## src/rtl/mdio_pkg.sv

```systemverilog
package mdio_pkg;

    localparam int FRAME_BITS    = 32;
    localparam int PREAMBLE_BITS = 32;
    localparam int DATA_BITS     = 16;
    localparam int SLOT_COUNT    = PREAMBLE_BITS + FRAME_BITS;
    localparam int SLOT_W        = $clog2(SLOT_COUNT);

    // slot of the second turnaround bit, where a read releases the line
    localparam logic [SLOT_W-1:0] RELEASE_SLOT = SLOT_W'(SLOT_COUNT - DATA_BITS - 1);
    // first slot whose rising MDC edge captures read data
    localparam logic [SLOT_W-1:0] CAPTURE_SLOT = SLOT_W'(SLOT_COUNT - DATA_BITS);
    localparam logic [SLOT_W-1:0] LAST_SLOT    = SLOT_W'(SLOT_COUNT - 1);

    localparam logic [1:0] OPC_READ = 2'b10;

    typedef struct packed {
        logic [1:0]           start_code;
        logic [1:0]           opcode;
        logic [4:0]           phy_addr;
        logic [4:0]           reg_addr;
        logic [1:0]           turn;
        logic [DATA_BITS-1:0] data;
    } mgmt_frame_t;

    typedef enum logic {SEQ_IDLE, SEQ_SHIFT} seq_state_e;

    function automatic logic is_read(mgmt_frame_t f);
        return f.opcode == OPC_READ;
    endfunction

    // preamble and frame are both 2**(SLOT_W-1) long: the top slot bit
    // selects the half, the inverted low bits give the MSB-first index
    function automatic logic slot_bit(mgmt_frame_t f, logic [SLOT_W-1:0] s);
        logic [FRAME_BITS-1:0] v;
        logic [SLOT_W-2:0]     pos;
        v   = f;
        pos = s[SLOT_W-2:0];
        return s[SLOT_W-1] ? v[~pos] : 1'b1;
    endfunction

endpackage

```

## src/rtl/mdc_divider.sv

```systemverilog
module mdc_divider #(
    parameter int SPD_W = 6
) (
    input  logic             clk,
    input  logic             rst,
    input  logic             run,
    input  logic [SPD_W-1:0] spd,
    output logic             mdc,
    output logic             rise_stb,
    output logic             fall_stb
);

    logic [SPD_W-1:0] div_cnt;
    logic             active;
    logic             tick;

    always_comb begin
        active   = run && (spd != '0);
        tick     = active && (div_cnt >= spd - SPD_W'(1));
        rise_stb = tick && !mdc;
        fall_stb = tick && mdc;
    end

    always_ff @(posedge clk) begin
        if (rst || !run) begin
            div_cnt <= '0;
            mdc     <= 1'b0;
        end else if (active) begin
            if (tick) begin
                div_cnt <= '0;
                mdc     <= ~mdc;
            end else begin
                div_cnt <= div_cnt + SPD_W'(1);
            end
        end
    end

endmodule

```

## src/rtl/mdio_frame_seq.sv

```systemverilog
module mdio_frame_seq
    import mdio_pkg::*;
(
    input  logic        clk,
    input  logic        rst,
    input  logic        load,
    input  mgmt_frame_t load_val,
    input  logic        rise_stb,
    input  logic        fall_stb,
    input  logic        mdio_i,
    output logic        busy,
    output logic        done,
    output mgmt_frame_t frame,
    output logic        mdio_o,
    output logic        mdio_oe
);

    seq_state_e        state;
    logic [SLOT_W-1:0] slot;
    logic              rd;

    always_comb begin
        busy    = (state == SEQ_SHIFT);
        rd      = is_read(frame);
        done    = busy && fall_stb && (slot == LAST_SLOT);
        mdio_o  = slot_bit(frame, slot);
        mdio_oe = busy && !(rd && slot >= RELEASE_SLOT);
    end

    always_ff @(posedge clk) begin
        if (rst) begin
            state <= SEQ_IDLE;
            slot  <= '0;
            frame <= '0;
        end else begin
            case (state)
                SEQ_IDLE: begin
                    if (load) begin
                        frame <= load_val;
                        slot  <= '0;
                        state <= SEQ_SHIFT;
                    end
                end
                SEQ_SHIFT: begin
                    if (rise_stb && rd && slot >= CAPTURE_SLOT) begin
                        frame.data <= {frame.data[DATA_BITS-2:0], mdio_i};
                    end
                    if (fall_stb) begin
                        if (slot == LAST_SLOT) begin
                            slot  <= '0;
                            state <= SEQ_IDLE;
                        end else begin
                            slot <= slot + 1'b1;
                        end
                    end
                end
                default: state <= SEQ_IDLE;
            endcase
        end
    end

endmodule

```

## src/rtl/mdio_mgmt_engine.sv

```systemverilog
module mdio_mgmt_engine
    import mdio_pkg::*;
#(
    parameter int SPD_W = 6
) (
    input  logic             clk,
    input  logic             rst,
    input  logic             frame_wr,
    input  logic [31:0]      frame_wdata,
    output logic [31:0]      frame_q,
    input  logic             spd_wr,
    input  logic [SPD_W-1:0] spd_wdata,
    input  logic             evt_wr,
    input  logic             evt_wdata,
    output logic             evt,
    output logic             mdc,
    output logic             mdio_o,
    output logic             mdio_oe,
    input  logic             mdio_i
);

    logic [SPD_W-1:0] spd_q;
    logic             busy;
    logic             done;
    logic             rise_stb;
    logic             fall_stb;
    mgmt_frame_t      frame;

    always_ff @(posedge clk) begin
        if (rst) begin
            spd_q <= '0;
            evt   <= 1'b0;
        end else begin
            if (spd_wr) spd_q <= spd_wdata;
            // completion outranks a clear in the same cycle
            if (done)                      evt <= 1'b1;
            else if (evt_wr && evt_wdata)  evt <= 1'b0;
        end
    end

    mdc_divider #(.SPD_W(SPD_W)) u_div (
        .clk      (clk),
        .rst      (rst),
        .run      (busy),
        .spd      (spd_q),
        .mdc      (mdc),
        .rise_stb (rise_stb),
        .fall_stb (fall_stb)
    );

    mdio_frame_seq u_seq (
        .clk      (clk),
        .rst      (rst),
        .load     (frame_wr),
        .load_val (mgmt_frame_t'(frame_wdata)),
        .rise_stb (rise_stb),
        .fall_stb (fall_stb),
        .mdio_i   (mdio_i),
        .busy     (busy),
        .done     (done),
        .frame    (frame),
        .mdio_o   (mdio_o),
        .mdio_oe  (mdio_oe)
    );

    assign frame_q = frame;

endmodule

```

## config.mk

```make
export PLATFORM = sky130hd
export DESIGN_NAME = mdio_mgmt_engine
export DESIGN_NICKNAME = d
export VERILOG_FILES = /design/src/rtl/mdio_pkg.sv /design/src/rtl/mdc_divider.sv /design/src/rtl/mdio_frame_seq.sv /design/src/rtl/mdio_mgmt_engine.sv
export SDC_FILE = /design/constraint.sdc
export NUM_CORES = 1
export LEC_CHECK = 0
export BUFFER_PORTS_ARGS = -buffer_cell sky130_fd_sc_hd__buf_2
export CAP_MARGIN = 20
export CORE_MARGIN = 8
export CORE_UTILIZATION = 50
export DETAILED_ROUTE_END_ITERATION = 8
export PLACE_DENSITY = 0.78
export SLEW_MARGIN = 20
export SYNTH_ARGS = -nofsm -noshare
export SYNTH_HDL_FRONTEND = slang
export SYNTH_SLANG_ARGS = --single-unit
```

## constraint.sdc

```tcl
create_clock -name clk -period 4.72 [get_ports clk]
set_input_delay 0.236 -clock clk [delete_from_list [all_inputs] [get_ports clk]]
set_output_delay 0.236 -clock clk [all_outputs]
set_load 0.05 [all_outputs]
```

==> results.sh <==
export IMPL_outcome="complete, no violations"
export IMPL_multi_input_area_mm2=0.001723
export IMPL_placement_rows=27
export IMPL_critPathLaunchType="register"
export IMPL_drive_above_1_share_pct=29.79
export IMPL_die_width_um=92.28
export IMPL_cts_setup_buffers=0
export IMPL_antenna_found_initial=0
export IMPL_timing_critical_path_cells="mux4_2, nor2b_1, nor4b_1, a22oi_1, buf_2"
export IMPL_cts_made_buffers=5
export IMPL_final_max_slew_viol_count=0
export IMPL_synth_cell_area_mm2=0.002909
export IMPL_report_final_hold_viol_count=0
export IMPL_setup_tns_ns=0
export IMPL_critical_path_data_required_time_ns=4.48
export IMPL_placedCellCount=450
export IMPL_via_per_inst=5.664
export IMPL_final_min_clock_period_ns=2.700
export IMPL_worst_setup_hold_path_clk_slew_ns=0.10
export IMPL_synth_commonest_cells="sky130_fd_sc_hd__dfxtp_1 (53), sky130_fd_sc_hd__nand2_1 (50), sky130_fd_sc_hd__mux2i_1 (26)"
export IMPL_cts_repair_resized=0
export IMPL_finalInstanceArea_mm2=0.003457
export IMPL_grt_setup_unrepaired="false"
export IMPL_die_height_um=92.28
export IMPL_detailedRoute_firstPassIterationCount=4
export IMPL_timing_reg2reg_setup_slack_ns=2.14
export IMPL_placeable_core_region_mm2=0.005574
export IMPL_cp_num_buf_inv=1
export IMPL_timing_max_cap_violations=0
export IMPL_final_seq_area_mm2=0.001061
export IMPL_port_buffers=80
export IMPL_finalPower_mw=1.087
export IMPL_area_growth_syn_to_layout_pct=18.84
export IMPL_synthesis_area_per_instance_um2=9.177
export IMPL_critPathMaxStageDelay_ns=0.74
export IMPL_ctsHtreeMaxLevel=2
export IMPL_proportion_of_netlist_area_held_by_the_largest_area_contributor_pct=36.47
export IMPL_yosys_cell_count_top_type="sky130_fd_sc_hd__dfxtp_1"
export IMPL_hold_worst_slack_ns=0.1570
export IMPL_postRouteAntennaNets=0
export IMPL_syn_num_nets=372
export IMPL_cts_hold_buf=0
export IMPL_total_power_divided_by_cell_area_mw_per_mm2=314.5
export IMPL_pin_count_of_the_biggest_net_entering_global_routing=45
export IMPL_timing_slew_headroom_pct=41.38
export IMPL_place_gp_congestion=0.8546
export IMPL_finalSetupViolations=0
export IMPL_p_leak_nw=1.393
export IMPL_place_detailed_hpwl_um=5331
export IMPL_drc=0
export IMPL_overflow=0
export IMPL_wl_per_cell_um=15.62
export IMPL_cells_taking_the_most_area_after_synthesis="sky130_fd_sc_hd__dfxtp_1 (36%), sky130_fd_sc_hd__mux2i_1 (8.9%), sky130_fd_sc_hd__nand2_1 (6.5%), sky130_fd_sc_hd__a211oi_1 (5.9%), sky130_fd_sc_hd__mux4_2 (4.6%)"
export IMPL_insertion_delay_ns=0.31
export IMPL_detail_route_wirelength_um=7152
export IMPL_layout_core_utilization_pct=62.02
export IMPL_fin_crit_sh_pct=57.20
export IMPL_setup_worst_path_end_class="output pin"
export IMPL_cp_arrival_ns=2.46
export IMPL_finalClockSkew_ns=0.006631
export IMPL_clockBufferDepth=2
export IMPL_nets=440
export IMPL_yosys_cell_types_count=52
export IMPL_routed_vias=2594
export IMPL_timing_critical_path_fanout_max=14
export IMPL_grt_pass1_wl_um=12320
export IMPL_netlist_top_cell_by_area="sky130_fd_sc_hd__dfxtp_1"
export IMPL_number_of_diodes_added_for_antenna_fixing=0
export IMPL_asyncSetResetFlopFracSynth_pct=0
export IMPL_start_util_pct=52.19
export IMPL_instances_no_fill=458
export IMPL_synth_edf_count=0
export IMPL_critical_path_top_delay_family="flip-flops"
export IMPL_crit_path_top_delay_cell="sky130_fd_sc_hd__dfxtp_1"
export IMPL_ys_seq_area_share_pct=36.47
export IMPL_preCtsSetupSlack_ns=2.178
export IMPL_die_footprint_mm2=0.008515
export IMPL_postSynth_topFlopCell="sky130_fd_sc_hd__dfxtp_1"
export IMPL_place_area_mm2=0.003319
export IMPL_ys_warn_count=0
export IMPL_clkSinkCount=53
export IMPL_hold_path_class="primary input to register"
export IMPL_postSynthRegisterBits=53
export IMPL_critical_path_class="register to output pin"
export IMPL_first_global_vias=2692
export IMPL_post_synth_inst_count=317
export IMPL_clock_tree_root_cell="sky130_fd_sc_hd__clkbuf_8"
export IMPL_fmaxAchievable_mhz=370.4
export IMPL_fillerInstances=515
export IMPL_worst_slew_pin_transition_ns=0.8793
export IMPL_grt_total_usage_pct=17.16
export IMPL_timing_final_ws_setup_ns=2.020
export IMPL_top_level_ports=81
export IMPL_vdd_ir_drop_worst_v=0.0001721
export IMPL_cts_tree="built"
export IMPL_first_iter_violations=268
==> area by class of cell <==
type,instances,area share [%]
well taps,72,2.606
inverters,6,0.6515
clock inverters,3,1.991
clock buffers,5,1.991
multi-input cells,236,49.84
flip-flops and latches,53,30.69
repair buffers,83,12.23
==> worst min-delay path, delay by kind of cell <==
| family | cells | cell delay (ns) |
|---|---|---|
| AO/OA/AOI/OAI | 1 | 0.05 |
| buffers and inverters | 1 | 0.09 |
| AND/OR/NAND/NOR | 1 | 0.04 |
==> routing by layer <==
metal / wire (um) / vias to the layer above / global-route usage (%)
met5: 0 / - / 0
met4: 64 / 0 / 4.564
li1: - / 1293 / -
met2: 3243 / 96 / 27.83
met1: 3235 / 1197 / 21.04
met3: 608 / 8 / 6.031
==> registers in the layout, summed over array words and instances, names as in the netlist <==
register and cells:
u_seq.frame 32, spd_q 6, u_div.div_cnt 6, u_seq.slot 6
evt 1, u_div.mdc 1, u_seq.busy 1
==> logic make-up (layout without fill, tap and decap cells) <==
group,count (synthesis),count (layout),synth area share [%]
buf+inv,28,97,4.387
mux,33,33,13.98
fa+ha+maj,10,10,4.301
xor+xnor,9,9,2.709
simple gates,106,106,17.46
flops,53,53,36.47
compound gates,78,78,20.69
==> path summary, 6_finish.rpt <==
| path | startpoint | to | cells past startpoint |
|---|---|---|---|
| min | frame_wdata[18] | u_seq.frame[18] | 3 |
| max reg2reg | spd_q[3] | u_seq.frame[2] | 9 |
| max | u_seq.slot[0] | mdio_o | 5 |
| min reg2reg | evt | evt | 2 |
==> power breakdown <==
part / switching [mW] / internal (mW) / leakage (nW) / total, mW
combinational: 0.150 / 0.0786 / 0.889 / 0.229
clock: 0.153 / 0.213 / 0.0687 / 0.366
sequential: 0.0222 / 0.470 / 0.434 / 0.492
==> cells in the final DEF (no fill, tap or decap), drive strengths merged, types with 2 or more instances in the layout <==
master / netlist / layout
nand2b: 4 / 4
nor3b: 2 / 2
bufinv: 0 / 2
a21o: 2 / 2
or3: 2 / 2
a211oi: 33 / 33
nand2: 50 / 50
nor2b: 3 / 3
o21ai: 4 / 4
ha: 10 / 10
a21oi: 25 / 25
xor2: 5 / 5
mux2i: 26 / 26
nand3: 7 / 7
inv: 5 / 6
or4: 2 / 2
xnor2: 4 / 4
nand4: 3 / 3
nor3: 4 / 4
mux4: 6 / 6
a31oi: 3 / 3
dfxtp: 53 / 53
nor2: 19 / 19
clkbuf: 13 / 5
buf: 9 / 83
nor4: 4 / 4
Power figures use the tool's default switching activity.
